File: src/rtl/dra_pkg.sv
// Shared definitions for the DMA request arbiter.
// Assumes a slot numbering where receive requests occupy slots 0..N-1 and
// transmit requests occupy slots N..2N-1; ascending slot order is the tie-break order.
package dra_pkg;

    typedef enum logic {
        DIR_RX = 1'b0,
        DIR_TX = 1'b1
    } dra_dir_e;

endpackage

File: src/rtl/dra_arrival.sv
// Arrival detector: keeps one "in flight" mark per request slot and reports
// the slots whose line is high while unmarked (a new arrival this cycle).
// Assumes the caller releases a slot only when its grant completes.
module dra_arrival #(
    parameter int N_PERIPH = 4,
    localparam int SLOT_N  = 2 * N_PERIPH,
    localparam int SLOT_W  = $clog2(SLOT_N)
) (
    input  logic              clk,
    input  logic              rst_n,
    input  logic [N_PERIPH-1:0] rx_req,
    input  logic [N_PERIPH-1:0] tx_req,
    input  logic              rel_valid,
    input  logic [SLOT_W-1:0] rel_slot,
    output logic [SLOT_N-1:0] new_vec
);

    logic [SLOT_N-1:0] marks;
    logic [SLOT_N-1:0] rel_mask;
    logic [SLOT_N-1:0] line_vec;

    assign line_vec = {tx_req, rx_req};
    assign new_vec  = line_vec & ~marks;

    // One release decoder per slot.
    for (genvar s = 0; s < SLOT_N; s++) begin : g_rel
        assign rel_mask[s] = rel_valid && (rel_slot == SLOT_W'(s));
    end

    // Mark slots as they arrive, unmark them when their grant completes.
    always_ff @(posedge clk) begin
        if (!rst_n) begin
            marks <= '0;
        end else begin
            marks <= (marks | new_vec) & ~rel_mask;
        end
    end

endmodule

File: src/rtl/dra_queue.sv
// Arrival-order queue of request slots with multi-entry push.
// All slots pushed in one cycle are appended in ascending slot order after
// the existing entries; one entry may be popped from the head per cycle.
// Assumes each slot is present at most once, so DEPTH entries never overflow.
module dra_queue #(
    parameter int N_PERIPH = 4,
    localparam int DEPTH   = 2 * N_PERIPH,
    localparam int SLOT_W  = $clog2(DEPTH),
    localparam int CNT_W   = $clog2(DEPTH + 1)
) (
    input  logic              clk,
    input  logic              rst_n,
    input  logic [DEPTH-1:0]  push_vec,
    input  logic              pop,
    output logic [SLOT_W-1:0] head_slot,
    output logic              empty,
    output logic [CNT_W-1:0]  count
);

    logic [SLOT_W-1:0] ent     [DEPTH];
    logic [SLOT_W-1:0] ent_nxt [DEPTH];
    logic [CNT_W-1:0]  cnt_nxt;

    assign head_slot = ent[0];
    assign empty     = (count == '0);

    // Shift out the head on pop, then append new slots in tie-break order.
    always_comb begin
        cnt_nxt = count;
        for (int i = 0; i < DEPTH; i++) begin
            ent_nxt[i] = ent[i];
        end
        if (pop && !empty) begin
            for (int i = 0; i < DEPTH - 1; i++) begin
                ent_nxt[i] = ent[i + 1];
            end
            ent_nxt[DEPTH-1] = '0;
            cnt_nxt = count - 1'b1;
        end
        for (int k = 0; k < DEPTH; k++) begin
            if (push_vec[k] && (cnt_nxt < CNT_W'(DEPTH))) begin
                ent_nxt[cnt_nxt[SLOT_W-1:0]] = SLOT_W'(k);
                cnt_nxt = cnt_nxt + 1'b1;
            end
        end
    end

    // Register the queue contents and occupancy.
    always_ff @(posedge clk) begin
        if (!rst_n) begin
            count <= '0;
            for (int i = 0; i < DEPTH; i++) begin
                ent[i] <= '0;
            end
        end else begin
            count <= cnt_nxt;
            for (int i = 0; i < DEPTH; i++) begin
                ent[i] <= ent_nxt[i];
            end
        end
    end

endmodule

File: src/rtl/dma_req_arbiter.sv
// DMA request arbiter top: serves receive/transmit requests of N peripherals
// in arrival order, tie-breaking same-cycle arrivals receive-first, then by
// ascending index. Holds one grant until done, then moves to the queue head.
// Assumes done is pulsed by the engine only while grant_valid is high.
module dma_req_arbiter #(
    parameter int N_PERIPH = 4,
    localparam int IDX_W   = (N_PERIPH > 1) ? $clog2(N_PERIPH) : 1,
    localparam int SLOT_N  = 2 * N_PERIPH,
    localparam int SLOT_W  = $clog2(SLOT_N),
    localparam int CNT_W   = $clog2(SLOT_N + 1)
) (
    input  logic                clk,
    input  logic                rst_n,
    input  logic [N_PERIPH-1:0] rx_req,
    input  logic [N_PERIPH-1:0] tx_req,
    input  logic                done,
    output logic                grant_valid,
    output logic [IDX_W-1:0]    grant_idx,
    output logic                grant_dir
);

    import dra_pkg::*;

    logic [SLOT_N-1:0] new_vec;
    logic [SLOT_W-1:0] head_slot;
    logic [SLOT_W-1:0] gslot;
    logic [CNT_W-1:0]  q_count;
    logic              q_empty;
    logic              slot_free;
    logic              q_pop;
    dra_dir_e          gdir;

    assign slot_free = !grant_valid || done;
    assign q_pop     = slot_free && !q_empty;

    dra_arrival #(.N_PERIPH(N_PERIPH)) u_arrival (
        .clk       (clk),
        .rst_n     (rst_n),
        .rx_req    (rx_req),
        .tx_req    (tx_req),
        .rel_valid (grant_valid && done),
        .rel_slot  (gslot),
        .new_vec   (new_vec)
    );

    dra_queue #(.N_PERIPH(N_PERIPH)) u_queue (
        .clk       (clk),
        .rst_n     (rst_n),
        .push_vec  (new_vec),
        .pop       (q_pop),
        .head_slot (head_slot),
        .empty     (q_empty),
        .count     (q_count)
    );

    // Grant register: reload from the queue head whenever the grant is free.
    always_ff @(posedge clk) begin
        if (!rst_n) begin
            grant_valid <= 1'b0;
            gslot       <= '0;
        end else if (slot_free) begin
            grant_valid <= !q_empty;
            if (!q_empty) begin
                gslot <= head_slot;
            end
        end
    end

    // Split the granted slot into direction and peripheral index.
    always_comb begin
        if (gslot >= SLOT_W'(N_PERIPH)) begin
            gdir      = DIR_TX;
            grant_idx = IDX_W'(gslot - SLOT_W'(N_PERIPH));
        end else begin
            gdir      = DIR_RX;
            grant_idx = IDX_W'(gslot);
        end
    end

    assign grant_dir = (gdir == DIR_TX);

endmodule

File: config.mk
export PLATFORM = sky130hd
export DESIGN_NAME = dma_req_arbiter
export DESIGN_NICKNAME = d
export VERILOG_FILES = /design/src/rtl/dra_pkg.sv /design/src/rtl/dra_arrival.sv /design/src/rtl/dra_queue.sv /design/src/rtl/dma_req_arbiter.sv
export SDC_FILE = /design/constraint.sdc
export NUM_CORES = 1
export LEC_CHECK = 0
export CAP_MARGIN = 20
export CORE_MARGIN = 2
export CORE_UTILIZATION = 36
export DETAILED_ROUTE_END_ITERATION = 7
export SETUP_SLACK_MARGIN = 0.3
export SYNTH_ARGS = -nofsm -noshare
export SYNTH_HDL_FRONTEND = slang
export SYNTH_HIERARCHICAL = 1
export SYNTH_SLANG_ARGS = --single-unit
File: constraint.sdc
create_clock -name clk -period 12.6 [get_ports clk]
set_clock_uncertainty 0.05 [all_clocks]
set_input_delay 1.89 -clock clk [delete_from_list [all_inputs] [get_ports clk]]
set_output_delay 1.89 -clock clk [all_outputs]
set_load 0.005 [all_outputs]
=== After elaboration in Yosys (flattened, before gate mapping) ===
Memory sizes are Yosys's and may differ from the RTL's.
Cells that the tools add are included.

* Flip-flop bits (word level): 16
* Bits in writable memories: 24
* Input bits: 11
* Output and inout bits: 4
* Logic and storage cells: 169
* Memories: 1

{| class="wikitable"
|+ Memory list
! memory !! words !! width !! read ports !! clocked after memory_dff !! wr ports !! RTL line !! source
|-
| u_queue.ent || 8 || 3 || 8 || 0 || 8 || dra_queue.sv:20 || <nowiki>logic [SLOT_W-1:0] ent [DEPTH];</nowiki>
|}

* Add/subtract/negate cells: 10
* Magnitude comparators: 25
* Eq/ne operators: 7
* Muxes and demuxes: 46
* Bitwise operators: 43
* Reduce and logical (&&, ||, !) cells: 33

{| class="wikitable"
|+ Operator list
! kind !! count
|-
| $mux 24 || 9
|-
| $demux 3 s3 || 8
|-
| $and 16x16->16 || 3
|-
| $mux 3 || 16
|-
| $not 16->16 || 3
|-
| $or 16x16->16 || 3
|-
| $and 8x8->8 || 5
|-
| $not 8->8 || 5
|-
| $mux 4 || 9
|-
| $add 4x1->4 const B || 8
|-
| $ge 4x4->1 const B || 8
|-
| $lt 4x1->1 const B || 8
|-
| $lt 4x4->1 const B || 8
|-
| $not 3->4 || 8
|-
| $or 8x8->8 || 4
|-
| $logic_and 1x1->1 || 27
|-
| $and 24x24->24 || 1
|-
| $not 24->24 || 1
|-
| $or 24x24->24 || 1
|-
| $eq 3x3->1 const B || 4
|-
| $or 1x1->1 || 8
|-
| $eq 3x2->1 const B || 2
|-
| $logic_not 4->1 || 1
|-
| $sub 4x1->4 const B || 1
|-
| other kinds (10) || 13
|}

=== Logic depth before layout (Yosys ltp) ===
Gate-level depths: netlist of the first run.

* Depth after elaboration: 34
* Depth in mapped cells: 38
* Mapped depth without buffers: 34

=== By module ===
Netlist of the first run, hierarchy kept.

{| class="wikitable"
|+ By module, submodules not included
! module !! times used !! cells an instance !! area each (µm²) !! sequential area each (µm²)
|-
| dra_queue || 1 || 523 || 3,579.7 || 560.5
|-
| dra_arrival || 1 || 36 || 324.1 || 160.2
|-
| dma_req_arbiter || 1 || 21 || 197.7 || 80.1
|}

=== Worst setup path before layout of the first run ===
OpenSTA, ideal clock, no wires.

* Kind: input to register
* From: in done
* To: reg u_queue.count[3]
* Setup time: 74 ps
* Data arrival time: 8,617 ps
* Required time: 12,476 ps
* Slack: 3,859 ps
* Stages on the path: 33
* Path buffers: 2
* Cell sequence: nand2b_1 > nor2b_4 > buf_6 > clkbuf_1 > and2_1 > o21ai_0 > inv_1 > ha_1 > nand3_1 > a21boi_0 > inv_1 > ha_1 > nand2b_1 > nand2_1 > inv_1 > ha_1 > and4_1 > a31oi_1 > inv_1 > ha_1 > mux2i_1 > inv_1 > ha_1 > mux2_2 > ha_1 > mux2i_1 > inv_2 > ha_1 > nor4b_1 > xnor2_1 > a2111oi_2 > o21ai_1 > o21ai_0

* Word-level cells in the longest chain between the ends: 28
* Elaborated cells on any way between the ends: 36
* Classes of those cells: add/sub: 8; order compare: 8; mux: 9; reduce/logical: 11

{| class="wikitable"
|+ Ends and longest elaborated chain
! item !! RTL line !! source
|-
| from (decl) || dma_req_arbiter.sv:16 || <nowiki>input logic done,</nowiki>
|-
| $logic_or 1x1->1 * || dma_req_arbiter.sv:33 || <nowiki>assign slot_free = !grant_valid || done;</nowiki>
|-
| $logic_and 1x1->1 * || dma_req_arbiter.sv:34 || <nowiki>assign q_pop = slot_free && !q_empty;</nowiki>
|-
| named net q_pop || dma_req_arbiter.sv:30 || <nowiki>logic q_pop;</nowiki>
|-
| $logic_and 1x1->1 * || dra_queue.sv:33 || <nowiki>if (pop && !empty) begin</nowiki>
|-
| $mux 4 * || dra_queue.sv:33 ||
|-
| $lt 4x4->1 || dra_queue.sv:41 || <nowiki>if (push_vec[k] && (cnt_nxt < CNT_W'(DEPTH))) begin</nowiki>
|-
| $logic_and 1x1->1 || dra_queue.sv:41 ||
|-
| $mux 4 * || dra_queue.sv:41 ||
|-
| [... 13 more ...] || n/a ||
|-
| $logic_and 1x1->1 || dra_queue.sv:41 ||
|-
| $mux 4 * || dra_queue.sv:41 ||
|-
| $lt 4x4->1 || dra_queue.sv:41 ||
|-
| $logic_and 1x1->1 || dra_queue.sv:41 ||
|-
| $mux 4 * || dra_queue.sv:41 ||
|-
| $lt 4x4->1 || dra_queue.sv:41 ||
|-
| $logic_and 1x1->1 || dra_queue.sv:41 ||
|-
| $mux 4 * || dra_queue.sv:41 ||
|-
| to (signal assigned) || dra_queue.sv:56 || <nowiki>count <= cnt_nxt;</nowiki>
|-
| to (decl) || dra_queue.sv:17 || <nowiki>output logic [CNT_W-1:0] count</nowiki>
|}

Mark *: on every way through the listed nets, which the timed path passes. The rest lies on a longest branch.
A chain may end at the register's enable or synchronous reset.

=== Final worst setup path of the first run ===
* From: in done
* To: reg u_queue.count[3]

* Word-level cells in the longest chain between the ends: 28
* Elaborated cells on any way between the ends: 36
* Classes of those cells: add/sub: 8; order compare: 8; mux: 9; reduce/logical: 11

{| class="wikitable"
|+ Ends and longest elaborated chain
! item !! RTL line
|-
| $logic_or 1x1->1 * || dma_req_arbiter.sv:33
|-
| $logic_and 1x1->1 * || dma_req_arbiter.sv:34
|-
| $logic_and 1x1->1 * || dra_queue.sv:33
|-
| $mux 4 * || dra_queue.sv:33
|-
| $lt 4x4->1 || dra_queue.sv:41
|-
| $logic_and 1x1->1 || dra_queue.sv:41
|-
| $mux 4 * || dra_queue.sv:41
|-
| $lt 4x4->1 || dra_queue.sv:41
|-
| [... 12 more ...] || n/a
|-
| $logic_and 1x1->1 || dra_queue.sv:41
|-
| $mux 4 * || dra_queue.sv:41
|-
| $lt 4x4->1 || dra_queue.sv:41
|-
| $logic_and 1x1->1 || dra_queue.sv:41
|-
| $mux 4 * || dra_queue.sv:41
|-
| $lt 4x4->1 || dra_queue.sv:41
|-
| $logic_and 1x1->1 || dra_queue.sv:41
|-
| $mux 4 * || dra_queue.sv:41
|}

Every way passes the cells marked *; elsewhere a longest branch is shown, timed or not.

==> results of run 1 <==
-- metrics by stage --
| step | hold WS (ns) | worst slack [ns] | cells | util |
|---|---|---|---|---|
| after global placement | 0.452 | 2.40 | 708 | 0.391 |
| final | 0.475 | 2.31 | 716 | 0.406 |
| after detailed placement | 0.464 | 2.24 | 708 | 0.391 |
| after floorplan | 0.430 | 3.86 | 580 | - |
| after global routing | 0.493 | 1.57 | 716 | 0.406 |
| after CTS | 0.474 | 2.48 | 716 | 0.406 |
-- synthesized netlist by cell type (8+ instances only) --
library cell  count  share of area
a211oi_1         10          0.018
a21oi_1          37          0.045
a31oi_1          15          0.023
clkbuf_1         15          0.014
dfxtp_1          40           0.20
ha_1              8          0.024
inv_1            17          0.016
mux2i_1          18          0.044
nand2_1          80          0.073
nand3_1          27          0.033
nor2_1           60          0.055
nor2b_1          14          0.021
nor3_1           25          0.031
o211ai_1          9          0.016
o21ai_0          50          0.061
o22ai_1          11          0.017
xnor2_1          11          0.023
-- cells by family after synthesis --
kind of cell,after synthesis,synth area share
AND/OR/NAND/NOR,253,0.302
AO/OA/AOI/OAI,190,0.310
buffers and inverters,50,0.0558
flip-flops,40,0.195
multiplexers,20,0.0494
XOR/XNOR,19,0.0625
adder cells (fa/ha/maj),8,0.0244
-- layer usage --
metal	routed length, um	vias up	global-route usage	part of all wire
met1	6410	2174	0.313	0.46
li1	-	2139	-	-
met5	0	-	0	0
met4	420	0	0.0858	0.030
met3	1030	27	0.0355	0.073
met2	6210	220	0.344	0.44
-- worst max-delay path by stage --
stage | from | end | slack, ns
2_1_floorplan | done | u_queue/count[3] | 3.86
3_3_place_gp | done | u_queue/ent[1][11] | 2.40
3_5_place_dp | done | u_queue/count[3] | 2.24
4_1_cts | done | u_queue/count[3] | 2.48
5_1_grt | done | u_queue/ent[1][11] | 1.57
6_report | done | u_queue/count[3] | 2.31
-- tightest hold or removal path, delay by kind of cell (launching register included) --
kind | cells | cell delay, ns
flops | 1 | 0.31
compound gates | 2 | 0.17
-- sequential cells by signal (all words and copies together) (netlist names) --
name and flops:
u_queue/ent 24, u_arrival/marks 8, u_queue/count 4, gslot 3, grant_valid 1
-- cell type report --
cell class	count	area, um2	area share
Timing Repair Buffer	18	170	0.0381
Clock inverter	3	46.3	0.0104
Inverter	20	75.1	0.0168
Clock buffer	5	125	0.0280
Multi-Input combinational cell	490	3070	0.688
Sequential cell	40	801	0.179
Tap cell	140	175	0.0392
==> metrics.txt, run 1 <==
startpoint of the worst hold path u_arrival/marks[4]; Worst Path Arrival 10.44 ns; area of the core 11000 um2; worst reg2reg startpoint u_queue/count[0]; row count 38; Num CTS Buffers 5; Max Clk Rate 97.2 MHz; number of buffers on the longest clock path 2; Antenna Cells 0; global-route total usage across every layer 0.223; drt first-iter violations between 400 and 500; maximum number of pins on one net before global-route repair 38; die area 12300 um2; most common cell after layout, fill and taps aside nand2_1; ports placed on the boundary 15; number of antenna violations at the first check in global routing 0; kind of cell adding the most delay to the critical path compound AO/OA/AOI/OAI gates; CTS tree done; Least-Margin Pin Slew 1.10 ns; Worst Hold Depth 2; fraction of layout cells with a size suffix above 1 0.0642; Detailed Route WL 14.1 mm; maximum level of the CTS H-tree 2; DIE HEIGHT 111 um; count of filler cells inserted in the layout 1130; detailed placer's ending HPWL ~11 mm; worst reg2reg path depth 30; Top FF cell, synth dfxtp_1; average detailed-routed wire length per instance around 20 um; EDFF count, synth 0; post-CTS setup buffers 0; setup TNS 0 ns; peak per-stage delay on the critical path 0.83 ns; type of the worst setup path in2reg; proportion of synthesized chip area in sequential cells 0.195; kind of start point of the critical path input port; Synthesized Nets between 500 and 600; required arrival time at the worst endpoint 12.76 ns; number of sinks driven by the clock tree 40; worst slew margin relative to its limit 0.262; result of the run finished, final reports clean; number of buffer cells added on primary ports 14; count of maximum capacitance violations 0; HP Class reg2reg; cell count after synthesis between 500 and 600; Pins Over Slew Limit 0; Die Width ~110 um; number of register bits inferred by synthesis 40; Final setup viols 0; instance count on the critical path 28; post-placement cell area 4290 um2; post-synth design cell area between 4000 and 5000 um2; total buffers and inverters traversed by the critical path 5; CP endpoint kind register; DR vias approximately 4600; crit path time final 10.29 ns; initial core utilization 0.373; worst skew pair latency 0.29 ns; setup slack of the most critical reg-to-reg path 2.87 ns; total count of hold-check failures in the final report 0; capture endpoint of the worst hold path u_arrival/marks[4]; total non-filler cell area in the finished layout 4460 um2; number of search-and-repair iterations in the first detailed-routing pass 5; total of cells resized after clock tree synthesis 0; per-instance average area after synthesis 7.07 um2; Root Buffer Master clkbuf_16; total overflow reported by the global router 0; top library cells by usage in the layout, fill and taps aside nand2_1, nor2_1, o21ai_0; number of hold-repair buffers added at the cts stage 0; Synth Warn # 6; DR vias/cell around 6.4; remaining routing DRC violations 0; Final period util 0.816; via count of the first global-routing pass 4088; post-layout net count 594; largest fanout of any net on the critical path 17; Post-synth ARST share 0; Crit Reg-Reg Endpoint u_queue/count[3]; layout overhead on the synthesized area 8.85%; library cells used by synthesis between 80 and 90; global-route wire length before repair 22.2 mm; Slowest-stage cell, CP a31oi_1; remaining antenna violation count 0; register clock-pin slew on the reported worst setup and hold paths 0.06 ns; Routability Congestion around 0.95; RSZ-0062 raised after global routing false
Power of run 1 is not shown: default switching activity piles up to over one toggle a cycle in this logic, so the estimate is an artifact.
==> run 2, diff against run 1 <==
==> constraint.sdc (replaced) <==
create_clock -name clk -period 10.5 [get_ports clk]
set_clock_uncertainty 0.05 [all_clocks]
set_input_delay 1.575 -clock clk [delete_from_list [all_inputs] [get_ports clk]]
set_output_delay 1.575 -clock clk [all_outputs]
set_load 0.005 [all_outputs]
==> metrics.txt, run 2 (synthesis gave the netlist of run 1 again) <==
drt first-iter violations 557 (+20%); global-route wire length before repair 22.2 mm (about the same); post-layout net count 601 (+1.2%); DIE HEIGHT 111 um (unchanged); worst skew pair latency 0.29 ns (about the same); total of cells resized after clock tree synthesis 0 (unchanged); Reg with most FFs u_queue/ent; count of maximum capacitance violations 0 (unchanged); DR vias/cell 6.36 (-0.19%); via count of the first global-routing pass 4124 (+0.88%); Final period util 0.911; post-placement cell area 4320 um2 (+0.52%); Routability Congestion 0.968 (+1.4%); Final setup viols 0 (unchanged); number of buffers on the longest clock path 2 (unchanged); Least-Margin Pin Slew 0.874 ns (-0.228 ns); Die Width 111 um (unchanged); number of antenna violations at the first check in global routing 0 (unchanged); total count of hold-check failures in the final report 0 (unchanged); remaining antenna violation count 0 (unchanged); peak per-stage delay on the critical path 0.49 ns (-0.34 ns); Root Buffer Master clkbuf_16; number of search-and-repair iterations in the first detailed-routing pass 5 (unchanged); number of buffer cells added on primary ports 14 (unchanged); layout overhead on the synthesized area 9.67%; RSZ-0062 raised after global routing false; kind of start point of the critical path input port; global-route total usage across every layer 0.222 (-0.00181); Detailed Route WL 14.0 mm (-0.35%); most used cell, CP ha_1; ports placed on the boundary 15 (unchanged); register clock-pin slew on the reported worst setup and hold paths 0.07 ns (about the same); fraction of layout cells with a size suffix above 1 0.0755 (+0.0112); initial core utilization 0.373 (unchanged); setup TNS 0 ns (unchanged); average detailed-routed wire length per instance 19.4 um (-1.3%); DR vias 4596 (+0.79%); remaining routing DRC violations 0 (unchanged); slack of the critical path 0.930 ns (-1.38 ns); CTS tree done; required arrival time at the worst endpoint 10.66 ns (-2.10 ns); Slowest-stage cell, CP o21ai_0; worst setup timing slack at the placement stage 0.690 ns (-1.55 ns); top library cells by usage in the layout, fill and taps aside nand2_1, nor2_1, o21ai_0; CP endpoint kind register; crit path time final 9.57 ns; detailed placer's ending HPWL 10.7 mm (-1.1%); Num CTS Buffers 5 (unchanged); row count 38 (unchanged); Max Clk Rate 104 MHz; number of sinks driven by the clock tree 40 (unchanged); largest fanout of any net on the critical path 20 (+3); total non-filler cell area in the finished layout 4500 um2 (+0.76%); maximum level of the CTS H-tree 2 (unchanged); result of the run finished, final reports clean; total buffers and inverters traversed by the critical path 8 (+3); post-CTS setup buffers 0 (unchanged); Antenna Cells 0 (unchanged); max reg flops 24 (unchanged); kind of cell adding the most delay to the critical path adder cells; Worst Path Arrival 9.73 ns (-0.71 ns); total overflow reported by the global router 0 (unchanged); die area 12300 um2 (unchanged); type of the worst setup path in2reg; area of the core 11000 um2 (unchanged); maximum number of pins on one net before global-route repair 38 (unchanged); HP Class reg2reg; Pins Over Slew Limit 0 (unchanged); most common cell after layout, fill and taps aside nand2_1; number of hold-repair buffers added at the cts stage 0 (unchanged); worst slew margin relative to its limit 0.416 (+0.154); largest registers ranked by flip-flop count u_queue/ent: 24 flops, u_arrival/marks: 8 flops, u_queue/count: 4 flops
[run 2: cell count changes in the layout (fill, tap and decap cells not counted), sizes merged]
cell,delta
clkinv,+1
buf,+6
clkinvlp,-1
clkbuf,+2
bufinv,-1
[run 2: final timing paths]
path | start | to | slack (ns) | cells after the start
worst max-delay path | done | u_queue/ent[1][11] | 0.93 | 33
worst min-delay path | u_arrival/marks[4] | u_arrival/marks[4] | 0.47 | 2
worst max register to register | u_queue/count[0] | u_queue/ent[1][11] | 1.18 | 35
worst min register to register | u_arrival/marks[4] | u_arrival/marks[4] | 0.47 | 2
[run 2: metrics by stage]
| stage | utilization | instances | hold slack, ns |
|---|---|---|---|
| 2_1_floorplan | - | 580 | 0.430 |
| 3_3_place_gp | 0.393 | 711 | 0.455 |
| 3_5_place_dp | 0.393 | 711 | 0.450 |
| 4_1_cts | 0.407 | 719 | 0.462 |
| 5_1_grt | 0.410 | 723 | 0.487 |
| 6_report | 0.410 | 723 | 0.465 |
[run 2: cell type report]
class                      instances  area [um2]
multi-input combinational        490        3070
clock inverter                     2        13.8
sequential                        40         801
tap                              140         175
timing repair buffer              25         223
fill                            1104        6480
clock buffer                       6         139
inverter                          20        75.1
[run 2: per-layer routing]
layer	routed length, um	track usage
met1	6150	0.312
met2	6200	0.346
met3	1200	0.0339
met4	483	0.0733
met5	0	0
[run 2: worst min-delay path, stage by stage, from the launching register on]
cell	delay, ns
dfxtp_1	0.31
o21ai_1	0.11
a31oi_1	0.05
Power of run 2 is left out for the same reason.
